`config.mk`:
```
export PLATFORM = sky130hd
export DESIGN_NAME = lvl_irq_bank_ctrl
export DESIGN_NICKNAME = d
export VERILOG_FILES = /design/src/rtl/irqc_pkg.sv /design/src/rtl/irqc_sync.sv /design/src/rtl/irqc_addr_dec.sv /design/src/rtl/irqc_bank.sv /design/src/rtl/lvl_irq_bank_ctrl.sv
export SDC_FILE = /design/constraint.sdc
export NUM_CORES = 1
export LEC_CHECK = 0
export ABC_CLOCK_PERIOD_IN_PS = 1500
export BUFFER_PORTS_ARGS = -buffer_cell sky130_fd_sc_hd__buf_4
export CAP_MARGIN = 20
export CORE_MARGIN = 5
export CORE_UTILIZATION = 54
export CTS_CLUSTER_DIAMETER = 200
export DETAILED_ROUTE_END_ITERATION = 6
export PLACE_DENSITY = 0.85
export SYNTH_ARGS = -nofsm -noshare
export SYNTH_HDL_FRONTEND = slang
export SYNTH_SLANG_ARGS = --single-unit
```
`constraint.sdc`:
```
create_clock -name clk -period 1.5 [get_ports clk]
set_input_delay 0.3 -clock clk [delete_from_list [all_inputs] [get_ports clk]]
set_output_delay 0.3 -clock clk [all_outputs]
set_load 0.02 [all_outputs]
```
`src/rtl/irqc_pkg.sv`:
```
package irqc_pkg;

  localparam int SRC_PER_BANK = 32;
  localparam int DATA_W       = 32;
  localparam int WIN_BITS     = 5;

  typedef enum logic [WIN_BITS-1:0] {
    OFS_STATUS = 5'h00,
    OFS_MASK   = 5'h04,
    OFS_SETM   = 5'h08,
    OFS_CLRM   = 5'h0C,
    OFS_PEND   = 5'h10
  } win_ofs_e;

  typedef struct packed {
    logic                req;
    logic                wr;
    logic [WIN_BITS-1:0] ofs;
    logic [DATA_W-1:0]   wdata;
  } win_acc_t;

endpackage

```
`src/rtl/irqc_sync.sv`:
```
module irqc_sync #(
  parameter int W = 32
) (
  input  logic         clk,
  input  logic         rst_n,
  input  logic [W-1:0] d_i,
  output logic [W-1:0] q_o
);

  logic [W-1:0] stage1_q;
  logic [W-1:0] stage2_q;

  always_ff @(posedge clk or negedge rst_n) begin
    if (!rst_n) begin
      stage1_q <= '0;
      stage2_q <= '0;
    end else begin
      stage1_q <= d_i;
      stage2_q <= stage1_q;
    end
  end

  assign q_o = stage2_q;

endmodule

```
`src/rtl/irqc_addr_dec.sv`:
```
module irqc_addr_dec
  import irqc_pkg::*;
#(
  parameter int NUM_BANKS = 2,
  parameter int ADDR_W    = 8
) (
  input  logic [ADDR_W-1:0]   addr_i,
  output logic [NUM_BANKS-1:0] sel_o,
  output logic [WIN_BITS-1:0]  ofs_o
);

  localparam int BIDX_W = ADDR_W - WIN_BITS;

  logic [BIDX_W-1:0] bank_idx;

  assign bank_idx = addr_i[ADDR_W-1:WIN_BITS];
  assign ofs_o    = addr_i[WIN_BITS-1:0];

  for (genvar b = 0; b < NUM_BANKS; b++) begin : g_sel
    assign sel_o[b] = (bank_idx == BIDX_W'(b));
  end

endmodule

```
`src/rtl/irqc_bank.sv`:
```
module irqc_bank
  import irqc_pkg::*;
(
  input  logic              clk,
  input  logic              rst_n,
  input  logic              sel_i,
  input  win_acc_t          acc_i,
  input  logic [DATA_W-1:0] status_i,
  output logic [DATA_W-1:0] mask_o,
  output logic [DATA_W-1:0] pend_o,
  output logic [DATA_W-1:0] rdata_o
);

  logic [DATA_W-1:0] mask_q;
  logic [DATA_W-1:0] mask_nxt;
  logic              wr_hit;

  assign wr_hit = sel_i && acc_i.req && acc_i.wr;

  always_comb begin
    mask_nxt = mask_q;
    if (wr_hit) begin
      case (acc_i.ofs)
        OFS_MASK: mask_nxt = acc_i.wdata;
        OFS_SETM: mask_nxt = mask_q | acc_i.wdata;
        OFS_CLRM: mask_nxt = mask_q & ~acc_i.wdata;
        default:  mask_nxt = mask_q;
      endcase
    end
  end

  always_ff @(posedge clk or negedge rst_n) begin
    if (!rst_n) mask_q <= '1;
    else        mask_q <= mask_nxt;
  end

  assign mask_o = mask_q;
  assign pend_o = status_i & ~mask_q;

  always_comb begin
    case (acc_i.ofs)
      OFS_STATUS:                   rdata_o = status_i;
      OFS_MASK, OFS_SETM, OFS_CLRM: rdata_o = mask_q;
      OFS_PEND:                     rdata_o = pend_o;
      default:                      rdata_o = '0;
    endcase
  end

  // set alias only adds bits
  assert_set_alias_R3: assert property (@(posedge clk) disable iff (!rst_n)
    (wr_hit && acc_i.ofs == OFS_SETM) |=>
      (mask_q == ($past(mask_q) | $past(acc_i.wdata))));

  // clear alias only removes bits
  assert_clr_alias_R4: assert property (@(posedge clk) disable iff (!rst_n)
    (wr_hit && acc_i.ofs == OFS_CLRM) |=>
      (mask_q == ($past(mask_q) & ~$past(acc_i.wdata))));

  // direct load
  assert_mask_load_R5: assert property (@(posedge clk) disable iff (!rst_n)
    (wr_hit && acc_i.ofs == OFS_MASK) |=> (mask_q == $past(acc_i.wdata)));

  // no mask change without a mask write to this bank
  assert_mask_hold_R10: assert property (@(posedge clk) disable iff (!rst_n)
    !(wr_hit && (acc_i.ofs == OFS_MASK || acc_i.ofs == OFS_SETM ||
                 acc_i.ofs == OFS_CLRM)) |=> $stable(mask_q));

endmodule

```
`src/rtl/lvl_irq_bank_ctrl.sv`:
```
module lvl_irq_bank_ctrl
  import irqc_pkg::*;
#(
  parameter int NUM_BANKS = 2,
  parameter int ADDR_W    = 8
) (
  input  logic                           clk,
  input  logic                           rst_n,
  input  logic [NUM_BANKS*SRC_PER_BANK-1:0] src_i,
  input  logic                           bus_req,
  input  logic                           bus_wr,
  input  logic [ADDR_W-1:0]              bus_addr,
  input  logic [DATA_W-1:0]              bus_wdata,
  output logic                           bus_rvalid,
  output logic [DATA_W-1:0]              bus_rdata,
  output logic                           irq_o
);

  localparam int NSRC = NUM_BANKS * SRC_PER_BANK;

  if (NUM_BANKS < 1 || NUM_BANKS > 2) begin : g_bad_banks
    $error("NUM_BANKS must be 1 or 2");
  end
  if (ADDR_W <= WIN_BITS + 1) begin : g_bad_addr
    $error("ADDR_W too small for the bank windows");
  end

  logic [NSRC-1:0]      status_all;
  logic [NUM_BANKS-1:0] bank_sel;
  logic [WIN_BITS-1:0]  ofs;
  win_acc_t             acc;
  logic [DATA_W-1:0]    bank_mask [NUM_BANKS];
  logic [DATA_W-1:0]    bank_pend [NUM_BANKS];
  logic [DATA_W-1:0]    bank_rd   [NUM_BANKS];
  logic [DATA_W-1:0]    rd_mux;
  logic                 any_pend;
  logic                 all_masked;
  logic                 rd_req;
  logic                 rvalid_q;
  logic [DATA_W-1:0]    rdata_q;

  irqc_addr_dec #(.NUM_BANKS(NUM_BANKS), .ADDR_W(ADDR_W)) u_dec (
    .addr_i (bus_addr),
    .sel_o  (bank_sel),
    .ofs_o  (ofs)
  );

  assign acc.req   = bus_req;
  assign acc.wr    = bus_wr;
  assign acc.ofs   = ofs;
  assign acc.wdata = bus_wdata;

  for (genvar b = 0; b < NUM_BANKS; b++) begin : g_bank
    irqc_sync #(.W(SRC_PER_BANK)) u_sync (
      .clk   (clk),
      .rst_n (rst_n),
      .d_i   (src_i[b*SRC_PER_BANK +: SRC_PER_BANK]),
      .q_o   (status_all[b*SRC_PER_BANK +: SRC_PER_BANK])
    );

    irqc_bank u_bank (
      .clk      (clk),
      .rst_n    (rst_n),
      .sel_i    (bank_sel[b]),
      .acc_i    (acc),
      .status_i (status_all[b*SRC_PER_BANK +: SRC_PER_BANK]),
      .mask_o   (bank_mask[b]),
      .pend_o   (bank_pend[b]),
      .rdata_o  (bank_rd[b])
    );
  end

  always_comb begin
    rd_mux     = '0;
    any_pend   = 1'b0;
    all_masked = 1'b1;
    for (int b = 0; b < NUM_BANKS; b++) begin
      if (bank_sel[b]) rd_mux = rd_mux | bank_rd[b];
      any_pend   = any_pend | (|bank_pend[b]);
      all_masked = all_masked & (&bank_mask[b]);
    end
  end

  assign rd_req = bus_req && !bus_wr;

  always_ff @(posedge clk or negedge rst_n) begin
    if (!rst_n) begin
      rvalid_q <= 1'b0;
      rdata_q  <= '0;
    end else begin
      rvalid_q <= rd_req;
      rdata_q  <= rd_req ? rd_mux : '0;
    end
  end

  assign bus_rvalid = rvalid_q;
  assign bus_rdata  = rdata_q;
  assign irq_o      = any_pend;

  // one-cycle read latency
  assert_rd_latency_R9: assert property (@(posedge clk) disable iff (!rst_n)
    rd_req |=> bus_rvalid);

  // no spurious valid, data zero when idle
  assert_rd_idle_R9: assert property (@(posedge clk) disable iff (!rst_n)
    !rd_req |=> (!bus_rvalid && bus_rdata == '0));

  // fully masked banks never raise the request
  assert_masked_quiet_R6: assert property (@(posedge clk) disable iff (!rst_n)
    all_masked |-> !irq_o);

  // request implies some source is synchronised high
  assert_irq_needs_src_R8: assert property (@(posedge clk) disable iff (!rst_n)
    irq_o |-> (|status_all));

endmodule

```
==> results.py <==
metrics = {
    "timing": {
        "setup_ws_ns": -0.973,
        "fin_crit_sh_pct": 165,
        "worstMarginPinSlew_ns": 0.428,
        "setup-violations-final": 1,
        "hold_viol": 0,
        "fmax_mhz": 404,
        "skew_ns": 0.0146,
        "rsz0062_at_grt": "true",
        "hold_ws_ns": 0.0104,
        "setup_tns_ns": -0.973,
        "fin_crit_ns": 2.47,
        "slew_headroom_pct": 71.5,
        "drv_slew": 0,
    },
    "detailed_routing": {
        "drt_iter0_drc": 1242,
        "drc": 0,
        "wl_microns": 30000,
        "vias": 8261,
        "final_antenna_net_count": 0,
        "post_drt_wl_per_cell_microns": 22.9,
        "vias_per_cell": 6.30,
        "first_pass_iters": 7,
    },
    "synthesis": {
        "synth_fa_ha_area_share_pct": 0,
        "yosysWarnings": 0,
        "synthArstFlopShare_pct": 100,
        "synthMuxAreaShare_pct": 0,
        "synth-xor-area-share_pct": 0,
        "synth.distinct_cells": 38,
        "synth_top_cell_area_share_pct": 43.4,
        "ys.flop_type": "dfrtp_1",
        "synth_compound_area_share_pct": 26.4,
        "synth_area_per_cell_sq_um": 12.0,
        "ys_ff_latch": 225,
        "synthesis.area_sq_mm": 0.00927,
        "synth_simple_gate_area_share_pct": 6.50,
        "synth_edf_count": 0,
        "synth_top_family_by_area": "compound AO/OA/AOI/OAI gates",
        "ys_seq_area_share_pct": 61.6,
        "synth_top_cell_by_area": "dfrtp_1",
        "netlist_instances": 774,
        "syn_nets": 882,
        "netlist_top_cells_area": "dfrtp_1, dfstp_2, o21ai_0",
    },
    "power": {
        "leakage_nw": 5.62,
        "peakVddDrop_uv": 934,
        "power.density_mw_per_mm2": 1050,
        "finalPower_mw": 13.7,
    },
    "layout": {
        "final_util_pct": 76.3,
        "drive_gt1_share_pct": 36.4,
        "final_cells": 1312,
        "layout-area-overhead-vs-synth_pct": 40.4,
        "nets": 1177,
        "fill_cells": 999,
        "stdcell_area_sq_mm": 0.0130,
    },
    "worst_setup_path": {
        "worst_ep_arrival_time_ns": 2.17,
        "end_kind": "output port",
        "r2r-start": "g_bank[0].u_bank.mask_o[26]",
        "reg2reg_slack_ns": 0.15,
        "critPathKind": "register to output port",
        "crit_start": "g_bank[1].u_bank.mask_o[6]",
        "required_ns": 1.20,
        "critPathCapture": "irq_o",
        "crit_fanout": 2,
        "r2r_cells": 5,
        "cp-start-kind": "register",
        "r2r-end": "bus_rdata[26]",
    },
    "clock_network": {
        "cts-root-buf": "clkbuf_16",
        "cts_tree": "done",
        "cts_sinks": 225,
        "clk_latency_ns": 0.53,
        "clk_pin_slew_ns": 0.07,
        "numCtsBuffers": 24,
        "cts_htree_levels": 1,
        "clockBufferDepth": 3,
    },
    "global_route": {
        "grt_max_degree": 57,
        "grt_pass1_wl_microns": 46700,
        "gr-total-overflow": 0,
        "grt_pass1_vias": 8353,
        "grt_antenna_before_repair": 3,
        "grt_usage_pct": 30.0,
    },
    "floorplanning": {
        "die_width_microns": 141,
        "die_area_sq_mm": 0.0199,
        "fp.dieH_microns": 141,
        "core_sq_mm": 0.0171,
        "rows": 48,
        "initial_core_util_pct": 54.4,
        "boundaryPins": 142,
    },
    "place": {
        "post-place-ws_ns": -0.358,
        "place_area_sq_mm": 0.0114,
        "dpl.hpwl_microns": 18000,
        "gp_congestion": 0.909,
        "port_buffers": 141,
        "place_inst": 1202,
    },
    "outcome": {
        "violations": "setup timing",
        "outcome": "finished, violations left",
    },
    "worst_hold_path": {
        "hold_path_class": "input pin to register",
    },
    "run": {
        "cap_viol_max_count": 0,
    },
}
==> worst max-delay path, stage by stage, from the launching register on <==
cell and delay [ns]:
dfstp_2 0.55, nand2b_4 0.14, o2111ai_2 0.14, nor4_4 0.28, buf_4 0.16, nand4_1 0.16, buf_4 0.21
==> cells by family after synthesis <==
logic type | after synthesis
compound gates | 363
flops | 225
buf+inv | 102
simple gates | 84
==> worst min-delay path by stage <==
stage                              from                           to  slack [ns]  cells after the start
after global routing      bus_wdata[18]  g_bank[1].u_bank.mask_o[18]        0.01                      3
final                     bus_wdata[31]  g_bank[1].u_bank.mask_o[31]        0.01                      3
after floorplan                   rst_n                 bus_rdata[0]       0.004                      0
after detailed placement          rst_n                bus_rdata[16]        0.18                      1
after global placement            rst_n                bus_rdata[16]        0.18                      1
after CTS                 bus_wdata[31]  g_bank[1].u_bank.mask_o[31]       0.008                      3
==> routing by layer <==
| metal | GRT usage, % | part of all wire [%] | vias to the layer above |
|---|---|---|---|
| met3 | 6.31 | 11 | 150 |
| met5 | 0 | 0.070 | - |
| met2 | 49.1 | 48 | 674 |
| met1 | 38.8 | 36 | 3995 |
| met4 | 13.1 | 4.7 | 4 |
| li1 | - | - | 3438 |
==> placed cells by master, fill, tap and decap left out, types with 24 or more instances in the layout <==
cell / n
a21oi_1: 48
a2bb2oi_1: 40
buf_4: 236
clkbuf_16: 24
dfrtp_1: 161
dfstp_2: 64
dlygate4sd3_1: 65
inv_1: 48
nand2b_1: 40
o21ai_0: 117
o22ai_1: 32
o2bb2ai_1: 64
==> final cells by class <==
class                      count  area, sq um  share of cell area, %
clock buffer                  34          668                   5.13
tap                          225          282                   2.16
antenna                        1         2.50                 0.0192
timing repair buffer         323         2860                   22.0
sequential                   225         5710                   43.9
clock inverter                 9          163                   1.25
inverter                      48          180                   1.38
multi-input combinational    447         3150                   24.2
==> synthesized netlist by cell type, drive strengths merged, types with 16 or more instances <==
cell	count
a21oi	64
a22oi	19
a2bb2oi	40
buf	19
clkbuf	35
dfrtp	161
dfstp	64
inv	48
nand2b	48
o2111ai	16
o21ai	118
o22ai	32
o2bb2ai	64
==> timing repair <==
item                                    4_1_cts  5_1_grt
gates resized for setup                       5        8
hold endpoints to repair                    230        0
hold buffers                                 65        0
buffers inserted                              1        0
endpoints found under the setup margin        1        1
pin swaps                                     3        2
==> power breakdown <==
part	internal [mW]	leakage (nW)	switching (mW)	total, mW
clock	3.80	0.402	2.44	6.24
combinational	0.538	2.61	0.551	1.09
sequential	6.27	2.61	0.105	6.37
==> flip-flops by register name (all words and copies together) (netlist names) <==
name / flops
g_bank.u_sync.q_o: 64
bus_rdata: 32
g_bank.u_sync.stage1_q: 64
g_bank.u_bank.mask_o: 64
bus_rvalid: 1
Power figures use the tool's default switching activity.
